File: config.mk
export PLATFORM = sky130hd
export DESIGN_NAME = eqctl_lane
export DESIGN_NICKNAME = d
export VERILOG_FILES = /design/src/rtl/eqctl_pkg.sv /design/src/rtl/eqctl_preset_rom.sv /design/src/rtl/eqctl_coeff_deser.sv /design/src/rtl/eqctl_fsm.sv /design/src/rtl/eqctl_lane.sv
export SDC_FILE = /design/constraint.sdc
export NUM_CORES = 1
export LEC_CHECK = 0
export ABC_CLOCK_PERIOD_IN_PS = 2100
export BUFFER_PORTS_ARGS = -buffer_cell sky130_fd_sc_hd__buf_4
export CAP_MARGIN = 20
export CORE_AREA = 4 4 81 68
export DETAILED_ROUTE_END_ITERATION = 10
export DIE_AREA = 0 0 85 72
export PLACE_DENSITY_LB_ADDON = 0.1
export SETUP_SLACK_MARGIN = 0.3
export SLEW_MARGIN = 30
export SYNTH_ARGS = -nofsm -noshare
export SYNTH_HDL_FRONTEND = slang
export SYNTH_SLANG_ARGS = --single-unit
File: constraint.sdc
create_clock -name clk -period 2.1 [get_ports clk]
set_input_delay 0.42 -clock clk [delete_from_list [all_inputs] [get_ports clk]]
set_output_delay 0.42 -clock clk [all_outputs]
set_load 0.02 [all_outputs]
File: src/rtl/eqctl_pkg.sv
package eqctl_pkg;
  localparam int CMD_W       = 2;
  localparam int NUM_CURSORS = 3;

  typedef enum logic [2:0] {
    ST_IDLE   = 3'd0,
    ST_PRESET = 3'd1,
    ST_COEFF  = 3'd2,
    ST_REMAP  = 3'd3,
    ST_QUERY  = 3'd4,
    ST_DONE   = 3'd5
  } eq_state_e;

  typedef enum logic [CMD_W-1:0] {
    CMD_IDLE   = 2'b00,
    CMD_PRESET = 2'b01,
    CMD_COEFF  = 2'b10,
    CMD_QUERY  = 2'b11
  } eq_cmd_e;
endpackage

File: src/rtl/eqctl_preset_rom.sv
module eqctl_preset_rom #(
  parameter int CUR_W          = 6,
  parameter int PRESET_W       = 4,
  parameter int NUM_PRESETS    = 11,
  parameter int DEFAULT_PRESET = 4,
  parameter int FS_VAL         = 48
) (
  input  logic [PRESET_W-1:0]  code_i,
  output logic [3*CUR_W-1:0]   word_o,
  output logic                 valid_o,
  output logic [3*CUR_W-1:0]   dflt_o
);
  localparam int REF_FS = 48;

  function automatic logic [CUR_W-1:0] sc(input int unsigned v);
    return CUR_W'((v * FS_VAL) / REF_FS);
  endfunction

  function automatic logic [3*CUR_W-1:0] lookup(input int idx);
    case (idx)
      0:       return {sc(0),  sc(36), sc(12)};
      1:       return {sc(0),  sc(40), sc(8)};
      2:       return {sc(0),  sc(38), sc(10)};
      3:       return {sc(0),  sc(42), sc(6)};
      4:       return {sc(0),  sc(48), sc(0)};
      5:       return {sc(6),  sc(42), sc(0)};
      6:       return {sc(8),  sc(40), sc(0)};
      7:       return {sc(6),  sc(32), sc(10)};
      8:       return {sc(6),  sc(36), sc(6)};
      9:       return {sc(10), sc(38), sc(0)};
      10:      return {sc(0),  sc(32), sc(16)};
      default: return '0;
    endcase
  endfunction

  assign word_o  = lookup(int'(code_i));
  assign valid_o = int'(code_i) < NUM_PRESETS;
  assign dflt_o  = lookup(DEFAULT_PRESET);
endmodule

File: src/rtl/eqctl_coeff_deser.sv
module eqctl_coeff_deser #(
  parameter int W     = 6,
  parameter int BEATS = 3
) (
  input  logic             clk,
  input  logic             rst,
  input  logic             start_i,
  input  logic             active_i,
  input  logic [W-1:0]     data_i,
  output logic             last_o,
  output logic [W*BEATS-1:0] word_o
);
  localparam int ACC_W = W * (BEATS - 1);
  localparam int CNT_W = (BEATS > 2) ? $clog2(BEATS) : 1;

  logic [ACC_W-1:0] acc_q;
  logic [CNT_W-1:0] cnt_q;

  assign last_o = active_i && (cnt_q == CNT_W'(BEATS - 1));
  assign word_o = {acc_q, data_i};

  always_ff @(posedge clk) begin
    if (rst) begin
      acc_q <= '0;
      cnt_q <= '0;
    end else if (start_i) begin
      acc_q <= ACC_W'(data_i);
      cnt_q <= CNT_W'(1);
    end else if (active_i && !last_o) begin
      acc_q <= (acc_q << W) | ACC_W'(data_i);
      cnt_q <= cnt_q + 1'b1;
    end
  end

  // while loading, the beat counter stays within the middle beats
  p_beat_range_r5: assert property (@(posedge clk) disable iff (rst)
    active_i |-> (cnt_q != '0) && (cnt_q <= CNT_W'(BEATS - 1)));
endmodule

File: src/rtl/eqctl_fsm.sv
module eqctl_fsm
  import eqctl_pkg::*;
(
  input  logic             clk,
  input  logic             rst,
  input  logic [CMD_W-1:0] cmd_i,
  input  logic             coeff_last_i,
  output eq_state_e        state_o,
  output logic             accept_o
);
  eq_state_e state_q, state_d;
  logic      need_idle_q;

  assign accept_o = (state_q == ST_IDLE) && !need_idle_q && (cmd_i != CMD_IDLE);
  assign state_o  = state_q;

  always_comb begin
    state_d = state_q;
    case (state_q)
      ST_IDLE: if (accept_o) begin
        case (cmd_i)
          CMD_PRESET: state_d = ST_PRESET;
          CMD_COEFF:  state_d = ST_COEFF;
          default:    state_d = ST_QUERY;
        endcase
      end
      ST_PRESET: state_d = ST_REMAP;
      ST_REMAP:  state_d = ST_DONE;
      ST_COEFF:  if (coeff_last_i) state_d = ST_DONE;
      ST_QUERY:  state_d = ST_DONE;
      default:   state_d = ST_IDLE;
    endcase
  end

  always_ff @(posedge clk) begin
    if (rst) begin
      state_q     <= ST_IDLE;
      need_idle_q <= 1'b0;
    end else begin
      state_q <= state_d;
      if (state_q == ST_DONE) need_idle_q <= (cmd_i != CMD_IDLE);
      else                    need_idle_q <= need_idle_q && (cmd_i != CMD_IDLE);
    end
  end

  // a command left on the pins after done keeps the sequencer idle
  p_no_retrigger_r8: assert property (@(posedge clk) disable iff (rst)
    (state_q == ST_DONE && cmd_i != CMD_IDLE) |=> (state_q == ST_IDLE) && !accept_o);
  // remap is reached only through the preset state
  p_remap_path_r2: assert property (@(posedge clk) disable iff (rst)
    (state_q == ST_REMAP) |-> ($past(state_q) == ST_PRESET));
  // done follows only remap, the final coefficient beat, or query
  p_done_path_r2: assert property (@(posedge clk) disable iff (rst)
    (state_q == ST_DONE) |-> ($past(state_q) inside {ST_REMAP, ST_COEFF, ST_QUERY}));
endmodule

File: src/rtl/eqctl_lane.sv
module eqctl_lane
  import eqctl_pkg::*;
#(
  parameter int CUR_W          = 6,
  parameter int PRESET_W       = 4,
  parameter int NUM_PRESETS    = 11,
  parameter int DEFAULT_PRESET = 4,
  parameter int FS_VAL         = 48,
  parameter int LF_VAL         = 16
) (
  input  logic                         clk,
  input  logic                         rst,
  input  logic [CMD_W-1:0]             eq_cmd,
  input  logic [PRESET_W-1:0]          preset_sel,
  input  logic [CUR_W-1:0]             coeff_in,
  output logic [CUR_W-1:0]             full_swing,
  output logic [CUR_W-1:0]             low_freq,
  output logic [NUM_CURSORS*CUR_W-1:0] cursor_status,
  output logic                         eq_done,
  output logic [2:0]                   fsm_state_dbg
);
  localparam int CURSOR_W = NUM_CURSORS * CUR_W;

  eq_state_e           state;
  logic                accept;
  logic                coeff_last;
  logic [CURSOR_W-1:0] coeff_word;
  logic [CURSOR_W-1:0] rom_word, rom_dflt;
  logic                rom_valid;
  logic [PRESET_W-1:0] preset_q;
  logic [CURSOR_W-1:0] rom_word_q;
  logic                rom_valid_q;
  logic [CURSOR_W-1:0] cursor_q;

  eqctl_fsm u_fsm (
    .clk          (clk),
    .rst          (rst),
    .cmd_i        (eq_cmd),
    .coeff_last_i (coeff_last),
    .state_o      (state),
    .accept_o     (accept)
  );

  eqctl_coeff_deser #(.W(CUR_W), .BEATS(NUM_CURSORS)) u_deser (
    .clk      (clk),
    .rst      (rst),
    .start_i  (accept && eq_cmd == CMD_COEFF),
    .active_i (state == ST_COEFF),
    .data_i   (coeff_in),
    .last_o   (coeff_last),
    .word_o   (coeff_word)
  );

  eqctl_preset_rom #(
    .CUR_W(CUR_W), .PRESET_W(PRESET_W), .NUM_PRESETS(NUM_PRESETS),
    .DEFAULT_PRESET(DEFAULT_PRESET), .FS_VAL(FS_VAL)
  ) u_rom (
    .code_i  (preset_q),
    .word_o  (rom_word),
    .valid_o (rom_valid),
    .dflt_o  (rom_dflt)
  );

  always_ff @(posedge clk) begin
    if (rst) begin
      preset_q    <= PRESET_W'(DEFAULT_PRESET);
      rom_word_q  <= '0;
      rom_valid_q <= 1'b0;
      cursor_q    <= rom_dflt;
    end else begin
      if (accept && eq_cmd == CMD_PRESET) preset_q <= preset_sel;
      if (state == ST_PRESET) begin
        rom_word_q  <= rom_word;
        rom_valid_q <= rom_valid;
      end
      if (state == ST_REMAP && rom_valid_q) cursor_q <= rom_word_q;
      else if (coeff_last)                  cursor_q <= coeff_word;
    end
  end

  assign full_swing    = CUR_W'(FS_VAL);
  assign low_freq      = CUR_W'(LF_VAL);
  assign cursor_status = cursor_q;
  assign eq_done       = (state == ST_DONE);
  assign fsm_state_dbg = state;

  // the completion pulse lasts one cycle
  p_done_pulse_r7: assert property (@(posedge clk) disable iff (rst)
    eq_done |=> !eq_done);
  // a reserved code leaves the cursor register alone
  p_reserved_keep_r4: assert property (@(posedge clk) disable iff (rst)
    (state == ST_REMAP && !rom_valid_q) |=> $stable(cursor_status));
  // a query never writes the cursor register
  p_query_keep_r10: assert property (@(posedge clk) disable iff (rst)
    (state == ST_QUERY) |=> $stable(cursor_status));
  // the cursor changes only out of remap or the last coefficient beat
  p_cursor_write_r3: assert property (@(posedge clk) disable iff (rst)
    !$stable(cursor_status) |-> ($past(state) inside {ST_REMAP, ST_COEFF}));
endmodule

==> results.md <==
* Post-layout net count at roughly 340
* Power dissipated by switching net loads at 0.7882 mW
* Die area at 6120 sq um
* Global-route usage over all layers at a little under a fifth
* Area of the core at 4806 sq um
* Number of I/O pins at 48
* Worst path most repeated cell: sky130_fd_sc_hd__buf_4
* Number of design rule violations left after detail routing at 0
* Number of DRC violations after detailed-routing iteration 0 at 116
* Count of buffer and inverter cells on the critical path at 2
* Cell with the biggest individual delay on the critical path: sky130_fd_sc_hd__dfxtp_1
* CTS clk-pin slew, worst paths at roughly 0.09 ns
* Synthesized cell area at 2472 sq um
* Post-synthesis async set-or-reset flop share at 0%
* Number of distinct library cells after synthesis at 46
* Area fraction of the dominant cell type after synthesis at 42.91%
* Cell-internal power at between 1.5 and 2 mW
* Data required time at the worst endpoint at about 1.7 ns
* Critical Path Start Type: register
* Total CTS buffers at 5
* Average footprint of a synthesized cell at 8.736 sq um
* Post-route cell area at 2846 sq um
* Worst Path Arrival at 1.30 ns
* TritonCTS clock tree: built
* Critical path endpoint category: output pin
* Final antenna diode count at 0
* Share of final-layout standard cells stronger than drive strength 1 at 19.30%
* Largest net degree at the start of global routing at 31
* Final routed wire length divided by cell count at 14.01 microns
* Sequential element share of the synthesized area at a little over two fifths
* Critical-path maximum fanout at 9
* Cell area after placement at roughly 2800 sq um
* Final setup margin at between 0.3 and 0.4 ns
* Maximum resistive drop on vdd at 0.4943 mV
* Synth warnings at 0
* Setup repair after global routing missed its margin: yes
* Area leader, netlist: sky130_fd_sc_hd__dfxtp_1
* Max Freq at 0.5822 GHz
* Initial core utilization at 51.44%
* Cell family with the largest share of critical-path delay: flip-flops
* Run status: finished, final reports clean
* CTS Root Cell: sky130_fd_sc_hd__clkbuf_8
* Share of the cycle needed by the critical path after routing at 81.79%
* Signed area change from the synthesized netlist to the final layout at 15.13%
* Global-route wire length before repair at 9087 microns
* Post-layout total power at 2.408 mW
* Commonest cells after routing, fill and taps aside: 51 x sky130_fd_sc_hd__dfxtp_1, 45 x sky130_fd_sc_hd__buf_4, 37 x sky130_fd_sc_hd__a21oi_1, 36 x sky130_fd_sc_hd__nand2_1, 20 x sky130_fd_sc_hd__nand3_1
* Number of max-slew violations in the final report at 0
* Fin crit period at 1.718 ns
* Vias/cell at 5.347
* Count of instances resized after the clock tree is built at 0
* Kind of critical path: register to output pin
* Final worst hold slack at 0.3623 ns
* Most common cell after layout, fill and taps aside: sky130_fd_sc_hd__dfxtp_1
* Clock Skews at 0.003443 ns
* Initial antenna violation count at 0
* Tightest slew margin relative to the limit at between 60% and 70%
* Power density normalized to cell area at 845.9 nW/um^2
* Number of I/O port buffers at 35
* Main area contributors after synthesis: sky130_fd_sc_hd__dfxtp_1 43%, sky130_fd_sc_hd__a21oi_1 7.5%, sky130_fd_sc_hd__nand2_1 5.5%
* Most common flop cell mapped by yosys: sky130_fd_sc_hd__dfxtp_1
* Number of sinks driven by the clock tree at 53
* Number of search-and-repair iterations in the first detailed-routing pass at 4
* Maximum capacitance violations at 0
* Wirelength, routed at 5295 microns
* Max stage delay on crit path at 0.44 ns
* List of cells traversed by the critical path: buf_4, and3b_1, buf_4
* Number of flip-flops and latches in the synthesized netlist at 53
* Final ANT Viol Nets at 0
* Final HPWL from detailed placement at 3732 microns
* Summed negative setup slack over all endpoints at 0 ns
* Hold WC Path Type: input port to register
* Worst-case clock buffer depth at 2
* Aggregate global routing overflow at 0
* Row Count at 23
* Switching Share at roughly 33%
* Hold-fix buffers, CTS at 0
* Transition time at the pin with the least slew margin at 0.5797 ns
* Count of H-tree levels built during CTS at 2
* Final estimated routing congestion in global placement at 0.8013
* Seq pwr share at 51.3%
* Part of the power in the clock network at a little under a quarter
* Combinational cell fraction of total power at 25.3%
* Number of global-route vias before repair at 1949
* Setup fix buffers added after clock tree synthesis at 0
* Die outline height at 72 microns
* Number of fill cells at 452
* Die extent in x at 85 microns
* Hold violation total from the final report at 0
* P_leak at 1.134 nW
* Number of flops mapped to enable cells by yosys at 0
* Number of cells produced by synthesis at 283
* Vias after detailed routing at 2021
* Clock latency reported for the late side of the worst-skew pair at 0.30 ns
* Final setup violation count at 0
* Worst slack, placed at about 0.26 ns
## kinds of logic (layout without fill, tap and decap cells)
| family | count (synthesis) | in the layout | synth area share [%] |
|---|---|---|---|
| simple gates | 90 | 90 | 18.52 |
| compound gates | 76 | 76 | 18.98 |
| flops | 53 | 53 | 42.92 |
| buf+inv | 37 | 60 | 8.249 |
| mux | 13 | 13 | 5.263 |
| fa+ha+maj | 10 | 10 | 5.061 |
| other cells | 2 | 12 | 0.3038 |
| xor+xnor | 2 | 2 | 0.7086 |
## cell type report
type                    count  area [sq um]  share of cell area [%]
multi-input cells         203          1257                   44.18
flip-flops and latches     53          1064                   37.36
repair buffers             45         337.8                   11.87
well taps                  62         77.57                   2.725
clock buffers               7         76.32                   2.681
inverters                   7         26.28                  0.9231
clock inverters             1         7.507                  0.2637
## worst reg2reg max path: cells and delay by family (launching register included)
family                     cells  cell delay, ns
and+or+nand+nor                2            0.45
muxes                          1            0.21
buffers and inverters          2            0.30
adders and majority gates      1            0.25
DFF                            1            0.35
## metal layers
layer / global-route usage, % / up-vias / part of all wire, %
li1: - / 1038 / -
met1: 24.93 / 924 / 49
met5: 0 / - / 0
met3: 3.859 / 8 / 5.3
met2: 28.28 / 51 / 43
met4: 7.909 / 0 / 2.0
## flip-flops by register name, summed over array words and instances (netlist names)
| register | count |
|---|---|
| rom_valid_q | 1 |
| preset_q | 4 |
| u_fsm.state_o | 3 |
| u_fsm.need_idle_q | 1 |
| cursor_status | 18 |
| u_deser.acc_q | 12 |
| rom_word_q | 12 |
| u_deser.cnt_q | 2 |
## power groups by stage
stage	logic [mW]	registers, mW	clock network [mW]
after floorplan	0.463	1.22	0
after global placement	0.602	1.25	0
after detailed placement	0.607	1.25	0
after CTS	0.611	1.23	0.582
after global routing	0.676	1.26	0.616
final	0.610	1.23	0.563
## per-stage QoR
step                utilization [%]  instances
detailed placement            57.43        370
finish                        59.23        378
global placement              57.43        370
CTS                           59.18        378
global route                  59.23        378
floorplan                         -        293
## final timing paths
kind	from	endpoint	slack, ns	depth (start not counted)
setup / recovery	u_fsm.state_o[0]	eq_done	0.38	3
hold / removal	coeff_in[5]	cursor_status[5]	0.36	3
setup reg to reg	u_deser.cnt_q[0]	u_deser.acc_q[9]	0.44	6
hold reg to reg	cursor_status[11]	cursor_status[11]	0.46	2
## cell usage after synthesis, types with 3 or more instances
cell type and count:
sky130_fd_sc_hd__nand3_1 20, sky130_fd_sc_hd__dfxtp_1 53, sky130_fd_sc_hd__mux2i_1 13, sky130_fd_sc_hd__a21oi_1 37
sky130_fd_sc_hd__inv_1 6, sky130_fd_sc_hd__nor3b_1 3, sky130_fd_sc_hd__o21a_1 3, sky130_fd_sc_hd__a21o_1 3
sky130_fd_sc_hd__buf_4 12, sky130_fd_sc_hd__ha_1 10, sky130_fd_sc_hd__or3_1 3, sky130_fd_sc_hd__nand2_1 36
sky130_fd_sc_hd__o21ai_0 11, sky130_fd_sc_hd__a22oi_1 10, sky130_fd_sc_hd__buf_2 10, sky130_fd_sc_hd__nor2_1 12
sky130_fd_sc_hd__clkbuf_1 5
(Power assumes the default switching activity.)
